$ cat config.mk
export PLATFORM = sky130hd
export DESIGN_NAME = dma_chan_seq
export DESIGN_NICKNAME = d
export VERILOG_FILES = /design/src/rtl/dma_chan_seq_pkg.sv /design/src/rtl/dma_chan_seq_dp.sv /design/src/rtl/dma_chan_seq_ctl.sv /design/src/rtl/dma_chan_seq.sv
export SDC_FILE = /design/constraint.sdc
export NUM_CORES = 1
export LEC_CHECK = 0
export BUFFER_PORTS_ARGS = -buffer_cell sky130_fd_sc_hd__buf_2
export CORE_MARGIN = 4
export CORE_UTILIZATION = 54
export DETAILED_ROUTE_END_ITERATION = 7
export GPL_TIMING_DRIVEN = 0
export HOLD_SLACK_MARGIN = 0.05
export PLACE_DENSITY_LB_ADDON = 0.15
export RECOVER_POWER = 100
export REMOVE_ABC_BUFFERS = 1
export SLEW_MARGIN = 10
export SYNTH_ARGS = -nofsm -noshare
export SYNTH_HDL_FRONTEND = slang
export SYNTH_SLANG_ARGS = --single-unit
$ cat constraint.sdc
create_clock -name clk -period 2.9 [get_ports clk]
set_input_delay 0.29 -clock clk [delete_from_list [all_inputs] [get_ports clk]]
set_output_delay 0.29 -clock clk [all_outputs]
set_load 0.05 [all_outputs]
$ cat src/rtl/dma_chan_seq_pkg.sv
package dma_chan_seq_pkg;

  typedef enum logic [1:0] {
    ST_IDLE  = 2'd0,
    ST_READ  = 2'd1,
    ST_WRITE = 2'd2
  } seqState_t;

  typedef enum logic [1:0] {
    REQ_AUTO = 2'd0,
    REQ_EXT  = 2'd1,
    REQ_MOD  = 2'd2,
    REQ_OFF  = 2'd3
  } reqMode_t;

  // strobes from control to datapath
  typedef struct packed {
    logic load;
    logic advance;
    logic setEnd;
    logic setAddrErr;
  } dpStrobe_t;

  function automatic logic [4:0] unitBytes(input logic [1:0] sizeCode);
    case (sizeCode)
      2'd0:    return 5'd1;
      2'd1:    return 5'd2;
      2'd2:    return 5'd4;
      default: return 5'd16;
    endcase
  endfunction

endpackage

$ cat src/rtl/dma_chan_seq_dp.sv
module dma_chan_seq_dp
  import dma_chan_seq_pkg::*;
#(
  parameter int ADDR_W = 32,
  parameter int CNT_W  = 16
) (
  input  logic              clk,
  input  logic              rstN,
  input  dpStrobe_t         strobe,
  input  logic [ADDR_W-1:0] cfgSrc,
  input  logic [ADDR_W-1:0] cfgDst,
  input  logic [CNT_W-1:0]  cfgCount,
  input  logic [1:0]        cfgSize,
  input  logic [1:0]        cfgMode,
  input  logic              cfgBurst,
  input  logic              cfgIntEn,
  input  logic              nmi,
  input  logic              clrEnd,
  input  logic              clrAddrErr,
  input  logic              clrNmi,
  output logic [ADDR_W-1:0] srcAddr,
  output logic [ADDR_W-1:0] dstAddr,
  output logic [CNT_W-1:0]  count,
  output logic [1:0]        unitSize,
  output reqMode_t          reqMode,
  output logic              burst,
  output logic              intEn,
  output logic              endFlag,
  output logic              addrErrFlag,
  output logic              nmiFlag,
  output logic              countIsZero,
  output logic              countIsOne
);

  localparam logic [CNT_W-1:0] CNT_ONE = CNT_W'(1);

  logic [ADDR_W-1:0] addrStep;

  always_comb begin
    addrStep    = ADDR_W'(unitBytes(unitSize));
    countIsZero = (count == '0);
    countIsOne  = (count == CNT_ONE);
  end

  always_ff @(posedge clk or negedge rstN) begin
    if (!rstN) begin
      srcAddr  <= '0;
      dstAddr  <= '0;
      count    <= '0;
      unitSize <= 2'd0;
      reqMode  <= REQ_AUTO;
      burst    <= 1'b0;
      intEn    <= 1'b0;
    end else if (strobe.load) begin
      srcAddr  <= cfgSrc;
      dstAddr  <= cfgDst;
      count    <= cfgCount;
      unitSize <= cfgSize;
      reqMode  <= reqMode_t'(cfgMode);
      burst    <= cfgBurst;
      intEn    <= cfgIntEn;
    end else if (strobe.advance) begin
      srcAddr <= srcAddr + addrStep;
      dstAddr <= dstAddr + addrStep;
      count   <= count - CNT_ONE;
    end
  end

  // sticky flags: a set in the same cycle wins over a clear
  always_ff @(posedge clk or negedge rstN) begin
    if (!rstN) begin
      endFlag     <= 1'b0;
      addrErrFlag <= 1'b0;
      nmiFlag     <= 1'b0;
    end else begin
      if (strobe.setEnd)          endFlag <= 1'b1;
      else if (clrEnd)            endFlag <= 1'b0;
      if (strobe.setAddrErr)      addrErrFlag <= 1'b1;
      else if (clrAddrErr)        addrErrFlag <= 1'b0;
      if (nmi)                    nmiFlag <= 1'b1;
      else if (clrNmi)            nmiFlag <= 1'b0;
    end
  end

endmodule

$ cat src/rtl/dma_chan_seq_ctl.sv
module dma_chan_seq_ctl
  import dma_chan_seq_pkg::*;
(
  input  logic      clk,
  input  logic      rstN,
  input  logic      progLoad,
  input  logic      chanEn,
  input  logic      masterEn,
  input  logic      extReq,
  input  logic      modReq,
  input  logic      nmi,
  input  logic      memReady,
  input  logic      memErr,
  input  reqMode_t  reqMode,
  input  logic      burst,
  input  logic      endFlag,
  input  logic      addrErrFlag,
  input  logic      nmiFlag,
  input  logic      countIsZero,
  input  logic      countIsOne,
  output seqState_t state,
  output dpStrobe_t strobe
);

  seqState_t nextState;
  logic      trigger;
  logic      startOk;
  logic      abortNow;

  always_comb begin
    case (reqMode)
      REQ_AUTO: trigger = 1'b1;
      REQ_EXT:  trigger = extReq;
      REQ_MOD:  trigger = modReq;
      default:  trigger = 1'b0;
    endcase
    abortNow = nmi || !chanEn || !masterEn;
    startOk  = chanEn && masterEn && !endFlag && !addrErrFlag &&
               !nmiFlag && !nmi && !countIsZero;
  end

  always_comb begin
    nextState = state;
    strobe    = '0;
    case (state)
      ST_IDLE: begin
        strobe.load = progLoad;
        if (startOk && trigger) nextState = ST_READ;
      end
      ST_READ: begin
        if (abortNow) begin
          nextState = ST_IDLE;
        end else if (memErr) begin
          strobe.setAddrErr = 1'b1;
          nextState         = ST_IDLE;
        end else if (memReady) begin
          nextState = ST_WRITE;
        end
      end
      ST_WRITE: begin
        if (abortNow) begin
          nextState = ST_IDLE;
        end else if (memErr) begin
          strobe.setAddrErr = 1'b1;
          nextState         = ST_IDLE;
        end else if (memReady) begin
          strobe.advance = 1'b1;
          if (countIsOne) begin
            strobe.setEnd = 1'b1;
            nextState     = ST_IDLE;
          end else begin
            nextState = burst ? ST_READ : ST_IDLE;
          end
        end
      end
      default: nextState = ST_IDLE;
    endcase
  end

  always_ff @(posedge clk or negedge rstN) begin
    if (!rstN) state <= ST_IDLE;
    else       state <= nextState;
  end

endmodule

$ cat src/rtl/dma_chan_seq.sv
module dma_chan_seq
  import dma_chan_seq_pkg::*;
#(
  parameter int ADDR_W = 32,
  parameter int CNT_W  = 16
) (
  input  logic              clk,
  input  logic              rstN,
  input  logic              progLoad,
  input  logic [ADDR_W-1:0] cfgSrc,
  input  logic [ADDR_W-1:0] cfgDst,
  input  logic [CNT_W-1:0]  cfgCount,
  input  logic [1:0]        cfgSize,
  input  logic [1:0]        cfgMode,
  input  logic              cfgBurst,
  input  logic              cfgIntEn,
  input  logic              chanEn,
  input  logic              masterEn,
  input  logic              extReq,
  input  logic              modReq,
  input  logic              nmi,
  input  logic              clrEnd,
  input  logic              clrAddrErr,
  input  logic              clrNmi,
  output logic              memValid,
  output logic              memWrite,
  output logic [ADDR_W-1:0] memAddr,
  output logic [1:0]        memSize,
  input  logic              memReady,
  input  logic              memErr,
  output logic [CNT_W-1:0]  remCount,
  output logic              endFlag,
  output logic              addrErrFlag,
  output logic              nmiFlag,
  output logic              irq
);

  seqState_t         state;
  dpStrobe_t         strobe;
  logic [ADDR_W-1:0] srcAddr;
  logic [ADDR_W-1:0] dstAddr;
  logic [1:0]        unitSize;
  reqMode_t          reqMode;
  logic              burst;
  logic              intEn;
  logic              countIsZero;
  logic              countIsOne;

  dma_chan_seq_ctl u_ctl (
    .clk(clk), .rstN(rstN), .progLoad(progLoad),
    .chanEn(chanEn), .masterEn(masterEn), .extReq(extReq), .modReq(modReq),
    .nmi(nmi), .memReady(memReady), .memErr(memErr),
    .reqMode(reqMode), .burst(burst), .endFlag(endFlag),
    .addrErrFlag(addrErrFlag), .nmiFlag(nmiFlag),
    .countIsZero(countIsZero), .countIsOne(countIsOne),
    .state(state), .strobe(strobe)
  );

  dma_chan_seq_dp #(.ADDR_W(ADDR_W), .CNT_W(CNT_W)) u_dp (
    .clk(clk), .rstN(rstN), .strobe(strobe),
    .cfgSrc(cfgSrc), .cfgDst(cfgDst), .cfgCount(cfgCount),
    .cfgSize(cfgSize), .cfgMode(cfgMode), .cfgBurst(cfgBurst),
    .cfgIntEn(cfgIntEn), .nmi(nmi), .clrEnd(clrEnd),
    .clrAddrErr(clrAddrErr), .clrNmi(clrNmi),
    .srcAddr(srcAddr), .dstAddr(dstAddr), .count(remCount),
    .unitSize(unitSize), .reqMode(reqMode), .burst(burst), .intEn(intEn),
    .endFlag(endFlag), .addrErrFlag(addrErrFlag), .nmiFlag(nmiFlag),
    .countIsZero(countIsZero), .countIsOne(countIsOne)
  );

  always_comb begin
    memValid = (state != ST_IDLE);
    memWrite = (state == ST_WRITE);
    memAddr  = memWrite ? dstAddr : srcAddr;
    memSize  = unitSize;
    irq      = endFlag && intEn;
  end

endmodule

==> reports/metrics.cfg <==
[yosys]
synth.largest_area_cell = dfrtp_1
synth_edf_count = 0
synth_flop_cell = dfrtp_1
yosys_warnings = 0
post_synth_inst_count = 717
ys_top_cells_by_area = dfrtp_1 38%, nand2_1 6.0%, mux2_2 5.4%
synth.distinct_cells = 58
synth.cell_area_um2 = 6050
yosysSeqAreaShare = 0.377
yosysTopAreaCellShare = 0.377
syn_avg_cell_area_um2 = 8.43
ys_async_sr_fraction = 1.00
ys_ff_latch = 91

[route]
vias = 6152
drt_iter0_drc = 570
firstDrtPassIters = 5
ant_nets = 0
drcViolationCount = 0
drt-total-wl_um = 17800
viasPerCell = 6.18
routedWlPerCell_um = 17.9

[clock_network]
clock_latency_ps = 390
cts_tree = yes
cts_buffer_depth = 2
clock-root-buffer = clkbuf_8
cts_inserted_buffers = 9
cts-htree-levels = 3
cts_num_sinks = 91
cts.reportedPaths.clkPinSlew_ps = 100

[placement]
portBuffers = 154
dpl_cell_area_um2 = 6960
dp_hpwl_um = 12100
place_worst_setup_slack_ps = -496
globalplace.congestion = 0.870

[cells_and_area]
drive_gt1_frac = 0.199
final_cell_mix = 98 x buf_2, 93 x nand2_1, 90 x dfrtp_1, 75 x nor2_1, 55 x clkbuf_1
multi_input_comb_area_um2 = 3610
fillers = 958
diodes = 0
final_common_cell = buf_2
synthToLayoutAreaGrowth_pct = 18.3
regArea_um2 = 2280
final_area_um2 = 7150
nNetsFinal = 962

[grt]
gr-usage-all-layers = 0.269
grt_pass1_wl_um = 28500
grt_pass1_vias = 5977
overflow = 0
antenna_found_initial = 0
grt_max_degree = 90

[pwr]
p_per_area_nw_per_um2 = 786
p_total_uw = 5620
ir_drop_uv = 462
power_leakage_uw = 0.00282

[job]
max_cap_viol_count = 0

[critical_path]
cp-end-kind = flop
crit_type = reg -> reg
startpoint_type = flop
cp_max_fo = 12
arrival_ps = 3090
required_ps = 3210

[sta]
hold_violations = 0
fin_crit_sh = 0.959
slew_viol_final = 0
layout_setup_ws_ps = 118
max_freq_mhz = 359
relSlewSlack = 0.200
fin_skew_ps = 11.8
worst_slew_pin_slew_ps = 1200
period_minus_slack_ps = 2780
setup_viol = 0
whs_ps = 90.5

[floorplanning]
die_h_um = 114
rows = 38
fp.dieW_um = 114
ioPinCount = 155
core_area_um2 = 10900
start_util = 0.555
die-area_um2 = 13000

[run_status]
status = finished clean

[min_path]
min_path_type = in -> reg

logic make-up (layout without fill, tap and decap cells):
kind of cell    count (synthesis)  count (layout)  share of synthesized area
mux                            29              29                     0.0540
xor+xnor                       24              24                     0.0348
flops                          91              91                      0.377
simple gates                  344             345                      0.297
fa+ha+maj                      13              13                     0.0269
compound gates                160             161                      0.173
buf+inv                        56             192                     0.0377
flip-flops by register name, indices dropped and copies added, names as in the netlist:
| name | cells |
|---|---|
| u_dp.burst | 1 |
| u_dp.srcAddr | 32 |
| u_ctl.state | 2 |
| u_dp.intEn | 1 |
| u_dp.dstAddr | 32 |
| u_dp.count | 16 |
| u_dp.endFlag | 1 |
| u_dp.addrErrFlag | 1 |
| u_dp.unitSize | 2 |
| u_dp.reqMode | 2 |
| u_dp.nmiFlag | 1 |
power by group:
| group | leakage (µW) | internal (µW) | switching (µW) | total (µW) |
|---|---|---|---|---|
| clock | 0.0000881 | 402 | 513 | 915 |
| sequential | 0.00106 | 1620 | 520 | 2140 |
| combinational | 0.00167 | 782 | 1790 | 2570 |
metrics by stage:
stage,setup TNS (ps),instances,util
after CTS,-123,992,0.661
after global routing,-0.0211,995,0.657
final,0,995,0.657
after global placement,-93080,970,0.627
after floorplan,-32460,676,-
after detailed placement,-8900,975,0.639
synth_stat cells, types with 5 or more instances:
library cell / number
a31oi_1: 44
or4_1: 23
nor2_1: 75
nand4_1: 20
ha_1: 13
dfrtp_1: 91
a21oi_1: 11
and4_1: 8
and3_1: 10
xor2_1: 8
nor3_1: 11
or3_1: 24
clkbuf_1: 28
nand3_1: 37
nor4_1: 8
o211ai_1: 8
buf_2: 8
inv_1: 15
and3b_1: 5
mux2_2: 29
nand2_1: 96
and2_1: 8
o21ai_0: 48
o31ai_1: 17
xnor2_1: 16
final cells by class:
| class | count | area share |
|---|---|---|
| multi-input combinational | 572 | 0.504 |
| sequential | 91 | 0.319 |
| timing repair buffer | 161 | 0.117 |
| tap | 140 | 0.0245 |
| clock buffer | 9 | 0.0173 |
| clock inverter | 7 | 0.0108 |
| inverter | 15 | 0.00787 |
routing by layer:
layer / vias up / GRT usage / part of all wire
met5: - / 0 / 0
met4: 0 / 0.103 / 0.021
met3: 33 / 0.0403 / 0.075
met2: 267 / 0.441 / 0.48
met1: 2914 / 0.363 / 0.43
li1: 2938 / - / -
worst max-delay path: stages (launching register included):
cell,delay [ps]
dfrtp_1,500
nand2b_1,270
xnor2_1,180
ha_2,270
a21o_2,260
a41oi_4,320
or4b_2,720
a31oi_1,180
timing repair:
action / CTS / global route
setup endpoints to repair: 44 / 34
gates resized for setup: 5 / 8
endpoints found under the hold margin: 43 / 0
gates cloned: 0 / 2
pin swaps: 0 / 1
buffers inserted: 0 / 1
hold buffers: 1 / 0
path summary, 6_finish.rpt:
check	startpoint	to	slack [ps]	cells past startpoint
max	u_dp.unitSize[1]$_DFFE_PN0P_	u_dp.srcAddr[18]$_DFFE_PN0P_	120	7
min reg2reg	u_dp.burst$_DFFE_PN0P_	u_dp.burst$_DFFE_PN0P_	490	2
min in group asynchronous	rstN	u_dp.count[12]$_DFFE_PN0P_	690	2
max in group asynchronous	rstN	u_dp.srcAddr[15]$_DFFE_PN0P_	1380	3
max reg2reg	u_dp.unitSize[1]$_DFFE_PN0P_	u_dp.srcAddr[18]$_DFFE_PN0P_	120	7
min	cfgSize[0]	u_dp.unitSize[0]$_DFFE_PN0P_	90	3
No activity file was read; power rests on OpenSTA's default activity.
